<file path="src/rtl/ser_pkg.sv">
package ser_pkg;

    typedef enum logic {
        ROUTE_LINE = 1'b0,
        ROUTE_WRAP = 1'b1
    } route_e;

    typedef struct packed {
        logic line;
        logic wrap;
        logic rx;
    } route_out_t;

    function automatic route_e route_of(input logic loop_ctl);
        return loop_ctl ? ROUTE_WRAP : ROUTE_LINE;
    endfunction

    function automatic route_out_t steer(input route_e r, input logic stream, input logic line_rx);
        route_out_t o;
        o.line = (r == ROUTE_LINE) ? stream : 1'b0;
        o.wrap = (r == ROUTE_WRAP) ? stream : 1'b0;
        o.rx   = (r == ROUTE_WRAP) ? o.wrap : line_rx;
        return o;
    endfunction

endpackage

</file>
<file path="src/rtl/ser_frame_ctl.sv">
module ser_frame_ctl #(
    parameter int WORD_W = 10
) (
    input  logic clk,
    input  logic rst,
    input  logic bit_en,
    output logic take,
    output logic started
);
    localparam int SLOT_W = (WORD_W > 1) ? $clog2(WORD_W) : 1;
    localparam logic [SLOT_W-1:0] LAST_SLOT = SLOT_W'(WORD_W - 1);

    logic [SLOT_W-1:0] slot;

    assign take = bit_en && (!started || (slot == LAST_SLOT));

    always_ff @(posedge clk) begin
        if (rst) begin
            slot    <= '0;
            started <= 1'b0;
        end else if (bit_en) begin
            if (take) begin
                slot    <= '0;
                started <= 1'b1;
            end else begin
                slot <= slot + 1'b1;
            end
        end
    end

    // two loads never fall on neighbouring cycles
    p_take_spacing_r2: assert property (@(posedge clk) disable iff (rst)
        take |=> !take);

    // once running, the block never returns to the idle state without reset
    p_stays_started_r1: assert property (@(posedge clk) disable iff (rst)
        started |=> started);

endmodule

</file>
<file path="src/rtl/ser_shifter.sv">
module ser_shifter #(
    parameter int WORD_W = 10
) (
    input  logic              clk,
    input  logic              rst,
    input  logic              bit_en,
    input  logic              take,
    input  logic [WORD_W-1:0] word_in,
    output logic              ser_bit
);
    logic [WORD_W-1:0] shreg;

    always_ff @(posedge clk) begin
        if (rst) begin
            shreg <= '0;
        end else if (take) begin
            shreg <= word_in;
        end else if (bit_en) begin
            shreg <= shreg >> 1;
        end
    end

    assign ser_bit = shreg[0];

    // without an enable the shift state holds
    p_hold_without_en_r5: assert property (@(posedge clk) disable iff (rst)
        !bit_en |=> $stable(shreg));

endmodule

</file>
<file path="src/rtl/ser_route.sv">
module ser_route
    import ser_pkg::*;
(
    input  logic clk,
    input  logic rst,
    input  logic loop_en,
    input  logic ser_bit,
    input  logic line_in,
    output logic line_out,
    output logic wrap_out,
    output logic rx_bit
);
    route_out_t ro;

    always_comb begin
        ro = steer(route_of(loop_en), ser_bit, line_in);
    end

    assign line_out = ro.line;
    assign wrap_out = ro.wrap;
    assign rx_bit   = ro.rx;

    // the line does not toggle while wrapped
    p_line_frozen_r7: assert property (@(posedge clk) disable iff (rst)
        (loop_en && $past(loop_en)) |-> $stable(line_out));

    // the receive side sees the transmit stream in wrap mode
    p_rx_wrapped_r8: assert property (@(posedge clk) disable iff (rst)
        loop_en |-> (rx_bit == ser_bit));

    // the loopback port is quiet in normal mode
    p_wrap_quiet_r6: assert property (@(posedge clk) disable iff (rst)
        !loop_en |-> !wrap_out);

endmodule

</file>
<file path="src/rtl/ser_loop_tx.sv">
module ser_loop_tx #(
    parameter int WORD_W = 10
) (
    input  logic              clk,
    input  logic              rst,
    input  logic              bit_en,
    input  logic [WORD_W-1:0] word_in,
    output logic              word_take,
    input  logic              loop_en,
    input  logic              line_in,
    output logic              line_out,
    output logic              wrap_out,
    output logic              rx_bit
);
    logic take;
    logic started;
    logic ser_bit;

    ser_frame_ctl #(.WORD_W(WORD_W)) u_ctl (
        .clk     (clk),
        .rst     (rst),
        .bit_en  (bit_en),
        .take    (take),
        .started (started)
    );

    ser_shifter #(.WORD_W(WORD_W)) u_shift (
        .clk     (clk),
        .rst     (rst),
        .bit_en  (bit_en),
        .take    (take),
        .word_in (word_in),
        .ser_bit (ser_bit)
    );

    ser_route u_route (
        .clk      (clk),
        .rst      (rst),
        .loop_en  (loop_en),
        .ser_bit  (ser_bit),
        .line_in  (line_in),
        .line_out (line_out),
        .wrap_out (wrap_out),
        .rx_bit   (rx_bit)
    );

    assign word_take = take;

    // nothing is shifted out before the first word
    p_idle_quiet_r1: assert property (@(posedge clk) disable iff (rst)
        !started |-> !ser_bit);

    // the load edge presents bit 0 of the sampled word
    p_lsb_first_r3: assert property (@(posedge clk) disable iff (rst)
        ($past(take) && !$past(rst)) |-> (ser_bit == $past(word_in[0])));

    // the stream holds between enables
    p_stream_hold_r5: assert property (@(posedge clk) disable iff (rst)
        !bit_en |=> $stable(ser_bit));

endmodule

</file>
<file path="config.mk">
export PLATFORM = sky130hd
export DESIGN_NAME = ser_loop_tx
export DESIGN_NICKNAME = d
export VERILOG_FILES = /design/src/rtl/ser_pkg.sv /design/src/rtl/ser_frame_ctl.sv /design/src/rtl/ser_shifter.sv /design/src/rtl/ser_route.sv /design/src/rtl/ser_loop_tx.sv
export SDC_FILE = /design/constraint.sdc
export NUM_CORES = 1
export LEC_CHECK = 0
export ABC_AREA = 1
export ABC_CLOCK_PERIOD_IN_PS = 2320
export BUFFER_PORTS_ARGS = -buffer_cell sky130_fd_sc_hd__buf_2
export CORE_MARGIN = 2
export CORE_UTILIZATION = 53
export CTS_CLUSTER_SIZE = 30
export DETAILED_ROUTE_END_ITERATION = 10
export GPL_TIMING_DRIVEN = 0
export PLACE_DENSITY = 0.88
export SLEW_MARGIN = 0
export SYNTH_ARGS = -nofsm -noshare
export SYNTH_HDL_FRONTEND = slang
export SYNTH_SLANG_ARGS = --single-unit
</file>
<file path="constraint.sdc">
create_clock -name clk -period 2.32 [get_ports clk]
set_input_delay 0 -clock clk [delete_from_list [all_inputs] [get_ports clk]]
set_output_delay 0 -clock clk [all_outputs]
set_load 0.02 [all_outputs]
</file>
==> results.cfg <==
[outcome]
status = finished, final reports clean

[critical_path]
cp.depth = 6
r2r_start = u_ctl.slot[0]$_SDFFE_PP0P_
critPathMaxStageDelay_ps = 420
slowest_stage = dfxtp_1
path_max_fanout = 10
crit_path_start_kind = register
setup.worst_path.class = register to output pin
cp_data_required_time_ps = 2320
end_kind = output pin
rr_worst_depth = 6
crit_start = u_ctl.slot[0]$_SDFFE_PP0P_
cp.arrival_ps = 1490
cp_num_buf_inv = 2
rrSetupSlack_ps = 950
critical_path.top_delay_family = flip-flops
path_cells = ha_1, nand3_4, nand2_4, nand2_1, inv_1, buf_2

[routing]
wire_per_inst_um = 12.37
top_layer = met4
via_per_inst = 5.250
drt_pre_antenna_iters = 4
finalWirelength_mm = 1.781
met1_length_um = 763
drtAntennaViolNets = 0
met3_length_um = 68
vias = 756
drc = 0
wl_met2_um = 921
initialDrtViolationCount = 14

[clocking]
clock-sinks = 15
path_clk_slew_ps = 90
cts_tree = done
cts_made_buffers = 3
cts_max_level = 1
cts_resized = 0
cts_root_buffer = clkbuf_4
clock_latency_ps = 290
clock_path_buffers = 2

[timing]
rsz0062_at_grt = false
final.min_clock_period_ps = 1485
fmax_ghz = 0.6733
fin_crit_sh = 0.6402
drv_slew = 0
setup_ws_ps = 834.7
worst_pin_slew_ps = 283.0
fin_tns_setup_ps = 0
setup_viol = 0
slew_headroom = 0.8102
hold_viol = 0
skew_ps = 8.450
holdWs_ps = 21.19

[global_route]
antenna_found_initial = 0
grtUsageTotal = 0.2003
grt_overflow_total = 0
grt_pass1_wl_mm = 2.835
grt_pass1_vias = 669
grt_max_degree = 11

[synthesis]
syn_area_um2 = 820.8
yosysTopAreaCell = dfxtp_1
yosys-top-cells-count = 21 x nand2_1, 15 x dfxtp_1, 12 x inv_1
synth.most_common_cell = nand2_1
synth_cell_types = 21
ys_dominant_reg_cell = dfxtp_1
syn_avg_cell_area_um2 = 8.047
synth.area.top_cells = dfxtp_1 37%, nand3_2 13%, nand2_1 9.6%
synth-edff-count = 0
yosysSeqAreaShare = 0.3659
synth_nets = 119
ys_async_sr_fraction = 0
netlist.area_leader.share = 0.3659
yosys_warnings = 0
syn_inst = 102
ys_ff_latch = 15

[place]
post-place-ws_ps = 961.4
gp_congestion = 0.7569
dp_cells = 135
dp_hpwl_mm = 1.232
portBuffers = 17
dpl_cell_area_um2 = 925.9

[floorplan]
die-area_um2 = 1879
dieHeight_um = 43.35
io_pins = 19
start_util = 0.5578
core_um2 = 1471
fp.dieW_um = 43.35
row_count = 14

[power_and_ir_drop]
leakage_nw = 0.5148
p_per_area_nw_per_um2 = 534.0
vdd.ir_drop.worst_mv = 0.4429

[finish]
fin_nets = 146
fillCellCount = 130
stdcell_area_um2 = 1002
syn2layout_area_growth_pct = 22.10
layoutNonFillerInstCount = 144
num_antenna_cells = 0
drive_gt1_frac = 0.3125

[hold_path]
hp-start = word_in[6]
hold_depth = 5
hold_class = input port to register

[job]
maxCapViolations = 0
stage by stage:
stage,utilization,total power [mW]
4_1_cts,0.6811,0.5360
6_report,0.6811,0.5352
2_1_floorplan,-,0.3512
5_1_grt,0.6811,0.5593
3_5_place_dp,0.6293,0.3825
3_3_place_gp,0.6293,0.3772
cells in the final DEF (no fill, tap or decap), types with 3 or more instances in the layout:
| cell | Yosys | layout |
|---|---|---|
| a31oi_1 | 3 | 3 |
| buf_2 | 3 | 20 |
| clkbuf_4 | 0 | 3 |
| dfxtp_1 | 15 | 15 |
| dlygate4sd3_1 | 0 | 5 |
| inv_1 | 12 | 12 |
| nand2_1 | 21 | 21 |
| nand3_1 | 5 | 5 |
| nand3_2 | 11 | 11 |
| nand4_1 | 7 | 7 |
| nor2_1 | 6 | 6 |
| o21ai_0 | 5 | 5 |
power breakdown:
part | leakage, nW | internal, mW | switching, mW
registers | 0.123 | 0.272 | 0.00983
logic | 0.377 | 0.0459 | 0.0559
clock network | 0.0150 | 0.0668 | 0.0852
state kept, by name, indices dropped and copies added, names as in the netlist:
signal	cells
u_shift.shreg	10
u_ctl.slot	4
u_ctl.started	1
worst paths after layout:
kind	end
min	u_shift.shreg[6]$_SDFFE_PP0P_
max reg2reg	u_ctl.slot[0]$_SDFFE_PP0P_
max	word_take
min reg2reg	u_shift.shreg[9]$_SDFFE_PP0P_
routing by layer:
layer / up-vias / GRT usage
met1: 350 / 0.2454
met2: 17 / 0.3493
met4: 0 / 0.09091
met3: 4 / 0.02500
li1: 385 / -
met5: - / 0
timing repair:
action                                 in CTS  in global routing
hold buffers                                5                  0
buffers inserted                            0                  0
endpoints found under the hold margin       5                  0
layout make-up:
type / count / area (um2) / area share
multi-input cells: 68 / 419.2 / 0.4182
flip-flops and latches: 15 / 300.3 / 0.2996
repair buffers: 22 / 135.1 / 0.1348
inverters: 14 / 52.55 / 0.05243
plain buffers: 5 / 48.80 / 0.04869
clock buffers: 4 / 26.28 / 0.02622
well taps: 16 / 20.02 / 0.01998
cells by family after synthesis:
group	share of synthesized area
DFF	0.3659
and+or+nand+nor	0.3842
adders and majority gates	0.03048
xor gates and xnor gates	0.02135
AOI/OAI and AO/OA	0.07470
buffers and inverters	0.1235
worst register-to-register path, delay by kind of cell, from the launching register on:
| family | cells | cell delay (ps) |
|---|---|---|
| flops | 1 | 420 |
| fa+ha+maj | 1 | 230 |
| compound gates | 1 | 160 |
| buf+inv | 1 | 130 |
| simple gates | 3 | 320 |
Power figures use the tool's default switching activity.
